`src/rtl/pcseq_pkg.sv`:
```
package pcseq_pkg;
  localparam int WORD_W = 32;
  localparam logic [5:0] OP_SPECIAL = 6'b000000;
  localparam logic [5:0] OP_JUMP    = 6'b000010;
  localparam logic [5:0] OP_BR_EQ   = 6'b000100;
  localparam logic [5:0] OP_BR_NE   = 6'b000101;
  localparam logic [5:0] FN_REGJMP  = 6'b001000;
  localparam logic [2:0] OP_LOADGRP = 3'b100;

  typedef enum logic [2:0] {CF_NONE, CF_BEQ, CF_BNE, CF_J, CF_JR} cf_kind_t;

  typedef struct packed {
    cf_kind_t    kind;
    logic        is_load;
    logic [15:0] offs;
    logic [25:0] index;
  } dec_t;

  function automatic dec_t decode_word(input logic [WORD_W-1:0] w);
    dec_t d;
    d.offs    = w[15:0];
    d.index   = w[25:0];
    d.is_load = (w[31:29] == OP_LOADGRP);
    case (w[31:26])
      OP_BR_EQ:   d.kind = CF_BEQ;
      OP_BR_NE:   d.kind = CF_BNE;
      OP_JUMP:    d.kind = CF_J;
      OP_SPECIAL: d.kind = (w[5:0] == FN_REGJMP) ? CF_JR : CF_NONE;
      default:    d.kind = CF_NONE;
    endcase
    return d;
  endfunction

  function automatic logic [WORD_W-1:0] branch_dest(input logic [WORD_W-1:0] slot,
                                                    input logic [15:0] offs);
    return slot + {{(WORD_W-18){offs[15]}}, offs, 2'b00};
  endfunction

  function automatic logic [WORD_W-1:0] jump_dest(input logic [WORD_W-1:0] slot,
                                                  input logic [25:0] index);
    return {slot[WORD_W-1:WORD_W-4], index, 2'b00};
  endfunction
endpackage

```
`src/rtl/pcseq_decode.sv`:
```
module pcseq_decode
  import pcseq_pkg::*;
(
  input  logic [WORD_W-1:0] word,
  output dec_t              dec
);
  always_comb dec = decode_word(word);
endmodule

```
`src/rtl/pcseq_target.sv`:
```
module pcseq_target
  import pcseq_pkg::*;
(
  input  dec_t              dec,
  input  logic              eq,
  input  logic [WORD_W-1:0] reg_val,
  input  logic [WORD_W-1:0] slot_addr,
  output logic              take,
  output logic [WORD_W-1:0] dest
);
  always_comb begin
    take = 1'b0;
    dest = '0;
    case (dec.kind)
      CF_BEQ: begin take = eq;   dest = branch_dest(slot_addr, dec.offs); end
      CF_BNE: begin take = !eq;  dest = branch_dest(slot_addr, dec.offs); end
      CF_J:   begin take = 1'b1; dest = jump_dest(slot_addr, dec.index); end
      CF_JR:  begin take = 1'b1; dest = reg_val; end
      default: ;
    endcase
  end
endmodule

```
`src/rtl/pcseq_state.sv`:
```
module pcseq_state
  import pcseq_pkg::*;
#(
  parameter logic [WORD_W-1:0] RESET_ADDR = '0
) (
  input  logic              clk,
  input  logic              rst_n,
  input  logic              hold,
  input  logic [WORD_W-1:0] pc_next,
  input  logic              slot_next,
  input  logic              load_next,
  output logic [WORD_W-1:0] pc,
  output logic [WORD_W-1:0] dec_pc,
  output logic              dec_valid,
  output logic              in_slot,
  output logic              after_load
);
  always_ff @(posedge clk) begin
    if (!rst_n) begin
      pc         <= RESET_ADDR;
      dec_pc     <= RESET_ADDR;
      dec_valid  <= 1'b0;
      in_slot    <= 1'b0;
      after_load <= 1'b0;
    end else if (!hold) begin
      pc         <= pc_next;
      dec_pc     <= pc;
      dec_valid  <= 1'b1;
      in_slot    <= slot_next;
      after_load <= load_next;
    end
  end
endmodule

```
`src/rtl/delay_slot_sequencer.sv`:
```
module delay_slot_sequencer
  import pcseq_pkg::*;
#(
  parameter logic [31:0] RESET_ADDR = 32'h0000_0000
) (
  input  logic        clk,
  input  logic        rst_n,
  input  logic        stall,
  input  logic [31:0] instr_word,
  input  logic        rs_equal,
  input  logic [31:0] rs_value,
  output logic [31:0] fetch_addr,
  output logic [31:0] decode_addr,
  output logic        decode_in_slot,
  output logic        redirect,
  output logic        slot_error,
  output logic        load_shadow
);
  localparam logic [WORD_W-1:0] STEP = WORD_W'(4);

  dec_t              dec;
  logic              take_w;
  logic [WORD_W-1:0] tgt_addr;
  logic [WORD_W-1:0] slot_addr;
  logic [WORD_W-1:0] pc_q, dec_pc_q, pc_next;
  logic              dec_valid_q, in_slot_q, after_load_q;
  logic              advance, is_cti, slot_next, load_next;

  pcseq_decode u_dec (.word(instr_word), .dec(dec));

  assign slot_addr = dec_pc_q + STEP;

  pcseq_target u_tgt (
    .dec(dec), .eq(rs_equal), .reg_val(rs_value),
    .slot_addr(slot_addr), .take(take_w), .dest(tgt_addr)
  );

  assign advance    = dec_valid_q && !stall;
  assign is_cti     = (dec.kind != CF_NONE);
  assign redirect   = advance && take_w && !in_slot_q;
  assign slot_error = advance && is_cti && in_slot_q;
  assign pc_next    = redirect ? tgt_addr : pc_q + STEP;
  assign slot_next  = dec_valid_q && is_cti && !in_slot_q;
  assign load_next  = dec_valid_q && dec.is_load;

  pcseq_state #(.RESET_ADDR(RESET_ADDR)) u_st (
    .clk(clk), .rst_n(rst_n), .hold(stall),
    .pc_next(pc_next), .slot_next(slot_next), .load_next(load_next),
    .pc(pc_q), .dec_pc(dec_pc_q), .dec_valid(dec_valid_q),
    .in_slot(in_slot_q), .after_load(after_load_q)
  );

  assign fetch_addr     = pc_q;
  assign decode_addr    = dec_pc_q;
  assign decode_in_slot = dec_valid_q && in_slot_q;
  assign load_shadow    = dec_valid_q && after_load_q;
endmodule

```
`config.mk`:
```
export PLATFORM = sky130hd
export DESIGN_NAME = delay_slot_sequencer
export DESIGN_NICKNAME = d
export VERILOG_FILES = /design/src/rtl/pcseq_pkg.sv /design/src/rtl/pcseq_decode.sv /design/src/rtl/pcseq_target.sv /design/src/rtl/pcseq_state.sv /design/src/rtl/delay_slot_sequencer.sv
export SDC_FILE = /design/constraint.sdc
export NUM_CORES = 1
export LEC_CHECK = 0
export CORE_AREA = 3 3 123 125
export CTS_CLUSTER_DIAMETER = 40
export DETAILED_ROUTE_END_ITERATION = 8
export DIE_AREA = 0 0 126 128
export DONT_BUFFER_PORTS = 1
export GPL_ROUTABILITY_DRIVEN = 0
export SLEW_MARGIN = 0
export SYNTH_ARGS = -nofsm -noshare
export SYNTH_HDL_FRONTEND = slang
export SYNTH_HIERARCHICAL = 1
export SYNTH_SLANG_ARGS = --single-unit
```
`constraint.sdc`:
```
create_clock -name clk -period 10.49 [get_ports clk]
set_input_delay 0 -clock clk [delete_from_list [all_inputs] [get_ports clk]]
set_output_delay 0 -clock clk [all_outputs]
set_load 0.05 [all_outputs]
```
After elaboration in Yosys (flattened, before gate mapping). Index checks and enable logic that the tools add are counted.

Muxes and demuxes: 5. Add/subtract/negate cells: 3. Equal/unequal tests: 9. Reductions and logical operators: 17.

Operators by type and width (number): $pmux 32 s3 (1); $add 32x3->32 const B (2); $add 32x32->32 (1); $mux 32 (1); $eq 6x3->1 const B (2); $pmux 3 s4 (1); $logic_and 1x1->1 (10); $eq 3x2->1 const B (2); $eq 3x3->1 const B (2); $eq 6x2->1 const B (1); $eq 6x4->1 const B (1); $logic_not 6->1 (1); $reduce_or 2->1 (2); $eq 3x1->1 const B (1); $logic_not 1->1 (3); $mux 3 (1); $pmux 1 s3 (1); $reduce_bool 3->1 (1).

Bits in registers: 67.

Longest topological paths before layout.
Depth in word-level cells: 9. Depth in mapped cells: 19. Mapped depth without buffers: 19.

Cells and area by module. Netlist, hierarchy kept.

Modules (own cells, without submodules): pcseq_state (times used 1, area an instance 2561.2 um2, cells each 216); pcseq_target (times used 1, area an instance 2541.2 um2, cells each 402); delay_slot_sequencer (times used 1, area an instance 1534.0 um2, cells each 250); pcseq_decode (times used 1, area an instance 396.6 um2, cells each 52).

Least setup slack after synthesis. OpenSTA, ideal clock, no wires.

Kind: register to register. Start: register u_st.dec_pc[2]. End: register u_st.pc[24]. Clock period less this slack: 4.212 ns. Setup slack: 6.278 ns. Arrival: 4.094 ns. Buffers on the path: 0. Stages on the path, launching flop included: 20. Cells stage by stage: dfxtp_1 -> ha_1 -> nand3_1 -> nor4_1 -> nand3_1 -> xnor2_1 -> ha_1 -> nand2_1 -> o21ai_1 -> o41ai_1 -> nor3b_1 -> a21oi_1 -> a31oi_1 -> xor2_1 -> o21ai_1 -> a21o_1 -> nor2_1 -> a31oi_1 -> mux2i_1 -> nor2b_1.

Word-level cells in the longest chain between the ends: 4.

Ends and longest elaborated chain: start: declaration (RTL line pcseq_state.sv:13) `output logic [WORD_W-1:0] dec_pc,`; start signal: assignment (RTL line pcseq_state.sv:27) `dec_pc <= pc;`; $add 32x3->32 (RTL line delay_slot_sequencer.sv:31) `assign slot_addr = dec_pc_q + STEP;`; net slot_addr[16] (RTL line delay_slot_sequencer.sv:24) `logic [WORD_W-1:0] slot_addr;`; $add 32x32->32 (RTL line pcseq_pkg.sv:36) `return slot + {{(WORD_W-18){offs[15]}}, offs, 2'b00};`; $pmux 32 s3 (RTL line pcseq_target.sv:14) `case (dec.kind)`; net tgt_addr[24] (RTL line delay_slot_sequencer.sv:23) `logic [WORD_W-1:0] tgt_addr;`; $mux 32 (RTL line delay_slot_sequencer.sv:42) `assign pc_next = redirect ? tgt_addr : pc_q + STEP;`; net pc_next[24] (RTL line delay_slot_sequencer.sv:25) `logic [WORD_W-1:0] pc_q, dec_pc_q, pc_next;`; end signal: assignment (RTL line pcseq_state.sv:26) `pc <= pc_next;`; end: declaration (RTL line pcseq_state.sv:12) `output logic [WORD_W-1:0] pc,`.

The timed path passes the listed nets, and every way through them passes these cells. A chain may end at the register's enable or synchronous reset.

Final worst setup path.
Start: register u_st.dec_pc[9]. End: register u_st.pc[22].

Same word-level chain as after synthesis.

==> impl_metrics.py <==
metrics = {
    "placement": {
        "dp.cells": 1019,
        "hpwl_mm": 16.1,
        "io_buffers": 0,
    },
    "synth": {
        "ys_ff_latch": 67,
        "synth_enable_flop_cells": 0,
        "synth_nets": 1020,
        "syn-cell-area_sq_mm": 0.00703,
        "synth_seq_area_share_pct": 19.1,
        "syn_avg_cell_area_sq_um": 7.64,
        "yosys_warnings": 6,
        "synth_ff_type": "dfxtp_1",
        "async_flop_share_pct": 0,
        "syn_inst": 920,
        "synth_cell_types": 75,
    },
    "clock_network": {
        "cts_tree": "done",
        "cts_buffers": 9,
        "hold_buffers": 3,
        "cts.clk_slew.worst_paths_ps": 50,
        "cts.sinks": 67,
        "cts_resized": 0,
        "clock_path_buffers": 2,
        "post_cts_buffers": 0,
        "cts_max_level": 3,
        "cts-root-buf": "clkbuf_16",
        "clk_latency_ps": 330,
    },
    "sta": {
        "finalCriticalPeriod_ps": 5220,
        "setup_viol": 0,
        "tns_ps": 0,
        "final_max_slew_viol_count": 0,
        "timing.final.crit_share_pct": 49.8,
        "rsz0062_at_grt": "false",
        "hold_viol_final": 0,
        "max_freq_mhz": 192,
        "relSlewSlack_pct": 33.1,
        "skew_ps": 4.86,
        "worstMarginPinSlew_ps": 994,
    },
    "layout": {
        "regArea_sq_mm": 0.00134,
        "nNetsFinal": 953,
        "antenna_cells": 0,
        "syn_to_final_growth_pct": 0.925,
        "final_cell_mix": "nand2_1, nor2b_1, mux2i_1",
        "stdcell_count": 1038,
        "multiInputGateArea_sq_mm": 0.00501,
        "layout-drive-gt1-share_pct": 5.83,
        "fillCellCount": 1361,
        "final_common_cell": "nand2_1",
    },
    "global_route": {
        "antenna_found_initial": 0,
        "grt_usage_pct": 25.0,
        "grt_pass1_wl_mm": 32.7,
        "gr-total-overflow": 0,
        "grt_max_degree": 68,
        "grt_pass1_vias": 5845,
    },
    "power_and_ir_drop": {
        "ir_drop_mv": 0.101,
        "cellPowerDensity_mw_per_mm2": 96.3,
        "total_power_uw": 684,
        "cellLeakagePower_uw": 0.00274,
    },
    "route": {
        "drt_iter0_drc": 732,
        "wire_per_inst_um": 20.2,
        "vias": 6392,
        "dr.pass1.iters": 5,
        "vias_per_cell": 6.16,
        "wirelength_mm": 21.0,
        "drc": 0,
        "ant_nets": 0,
    },
    "die": {
        "chipWidth_um": 126,
        "initial_core_util_pct": 50.3,
        "io_pins": 136,
        "rows": 43,
        "dieHeight_um": 128,
        "dieArea_sq_mm": 0.0161,
        "fp.coreArea_sq_mm": 0.0140,
    },
    "setup_path": {
        "crit_type": "reg -> reg",
        "cp.required_ps": 10750,
        "critPathMaxFanout": 7,
        "end_kind": "flop",
        "arrival_ps": 5490,
        "critical_path.startpoint_type": "flop",
    },
    "job": {
        "maxCapViolations": 0,
    },
    "min_path": {
        "hold_path_class": "in -> reg",
    },
    "outcome": {
        "run_status": "completed",
    },
}
worst max-delay path, stage by stage, from the launching register on:
cell and delay [ps]:
dfxtp_1 800, nand4_1 350, nor4_1 930, nand3_1 190, xnor2_1 190, ha_1 390, nand2_1 90, o21ai_1 90
o41ai_1 400, nor3b_1 330, a21oi_1 180, xnor2_1 180, o21ai_0 160, a21oi_1 80, o21ai_0 400, nand2_1 90
nand3_1 90, mux2i_1 70, nor2b_1 130
area by class of cell:
class	count	area share [%]
Tap cell	180	3.17
Timing Repair Buffer	9	1.45
Inverter	19	1.00
Sequential cell	67	18.9
Clock inverter	5	1.41
Clock buffer	11	3.42
Multi-Input combinational cell	747	70.7
final timing paths:
path | cells past startpoint | start | to | slack [ps]
max | 18 | u_st/dec_pc[9]$_SDFFE_PN0N_ | u_st/pc[22]$_SDFFE_PN0N_ | 5270
min | 2 | rst_n | u_st/dec_pc[31]$_SDFFE_PN0N_ | 40
max reg2reg | 18 | u_st/dec_pc[9]$_SDFFE_PN0N_ | u_st/pc[22]$_SDFFE_PN0N_ | 5270
min reg2reg | 2 | u_st/after_load$_SDFFE_PN0N_ | u_st/after_load$_SDFFE_PN0N_ | 530
metrics by stage:
step	cell area [sq um]	utilization [%]	setup slack (ps)	hold slack (ps)
floorplan	7030	-	6280	178
global placement	6700	47.9	5480	114
detailed placement	6700	47.9	5390	116
CTS	7100	50.7	5360	27.1
global route	7100	50.7	4880	41.1
finish	7100	50.7	5270	37.9
routing by layer:
metal / vias to the layer above / wire length [um] / GRT usage, %
li1: 3121 / - / -
met3: 21 / 1550 / 4.75
met1: 3023 / 9810 / 35.7
met2: 227 / 9340 / 39.6
met5: - / 0 / 0
met4: 0 / 306 / 4.86
logic make-up after synthesis:
kind of cell	count (synthesis)	synth area share (%)
xor gates and xnor gates	66	8.22
and+or+nand+nor	368	27.7
adders and majority gates	32	5.80
DFF	67	19.1
buffers and inverters	106	9.91
muxes	73	10.5
AOI/OAI and AO/OA	208	18.8
registers in the layout, indices dropped and copies added, names as in the netlist:
register / count
u_st/pc: 32
u_st/dec_valid: 1
u_st/after_load: 1
u_st/in_slot: 1
u_st/dec_pc: 32
report_power, final:
group | total (uW) | switching, uW | internal, uW
logic | 73.7 | 41.7 | 32.0
registers | 264 | 7.57 | 256
clock network | 346 | 109 | 238
total | 684 | 158 | 526
synth_stat cells (20+ instances only):
master | number | share of area, %
nand2_1 | 104 | 5.6
nor2b_1 | 76 | 6.8
mux2i_1 | 69 | 9.8
dfxtp_1 | 67 | 19
o21ai_0 | 66 | 4.7
nor2_1 | 55 | 2.9
buf_4 | 48 | 5.1
a21oi_1 | 46 | 3.3
xnor2_1 | 46 | 5.7
ha_1 | 31 | 5.5
nand3_1 | 30 | 2.1
clkbuf_1 | 23 | 1.2
xor2_1 | 20 | 2.5
No activity file was read; power rests on OpenSTA's default activity.
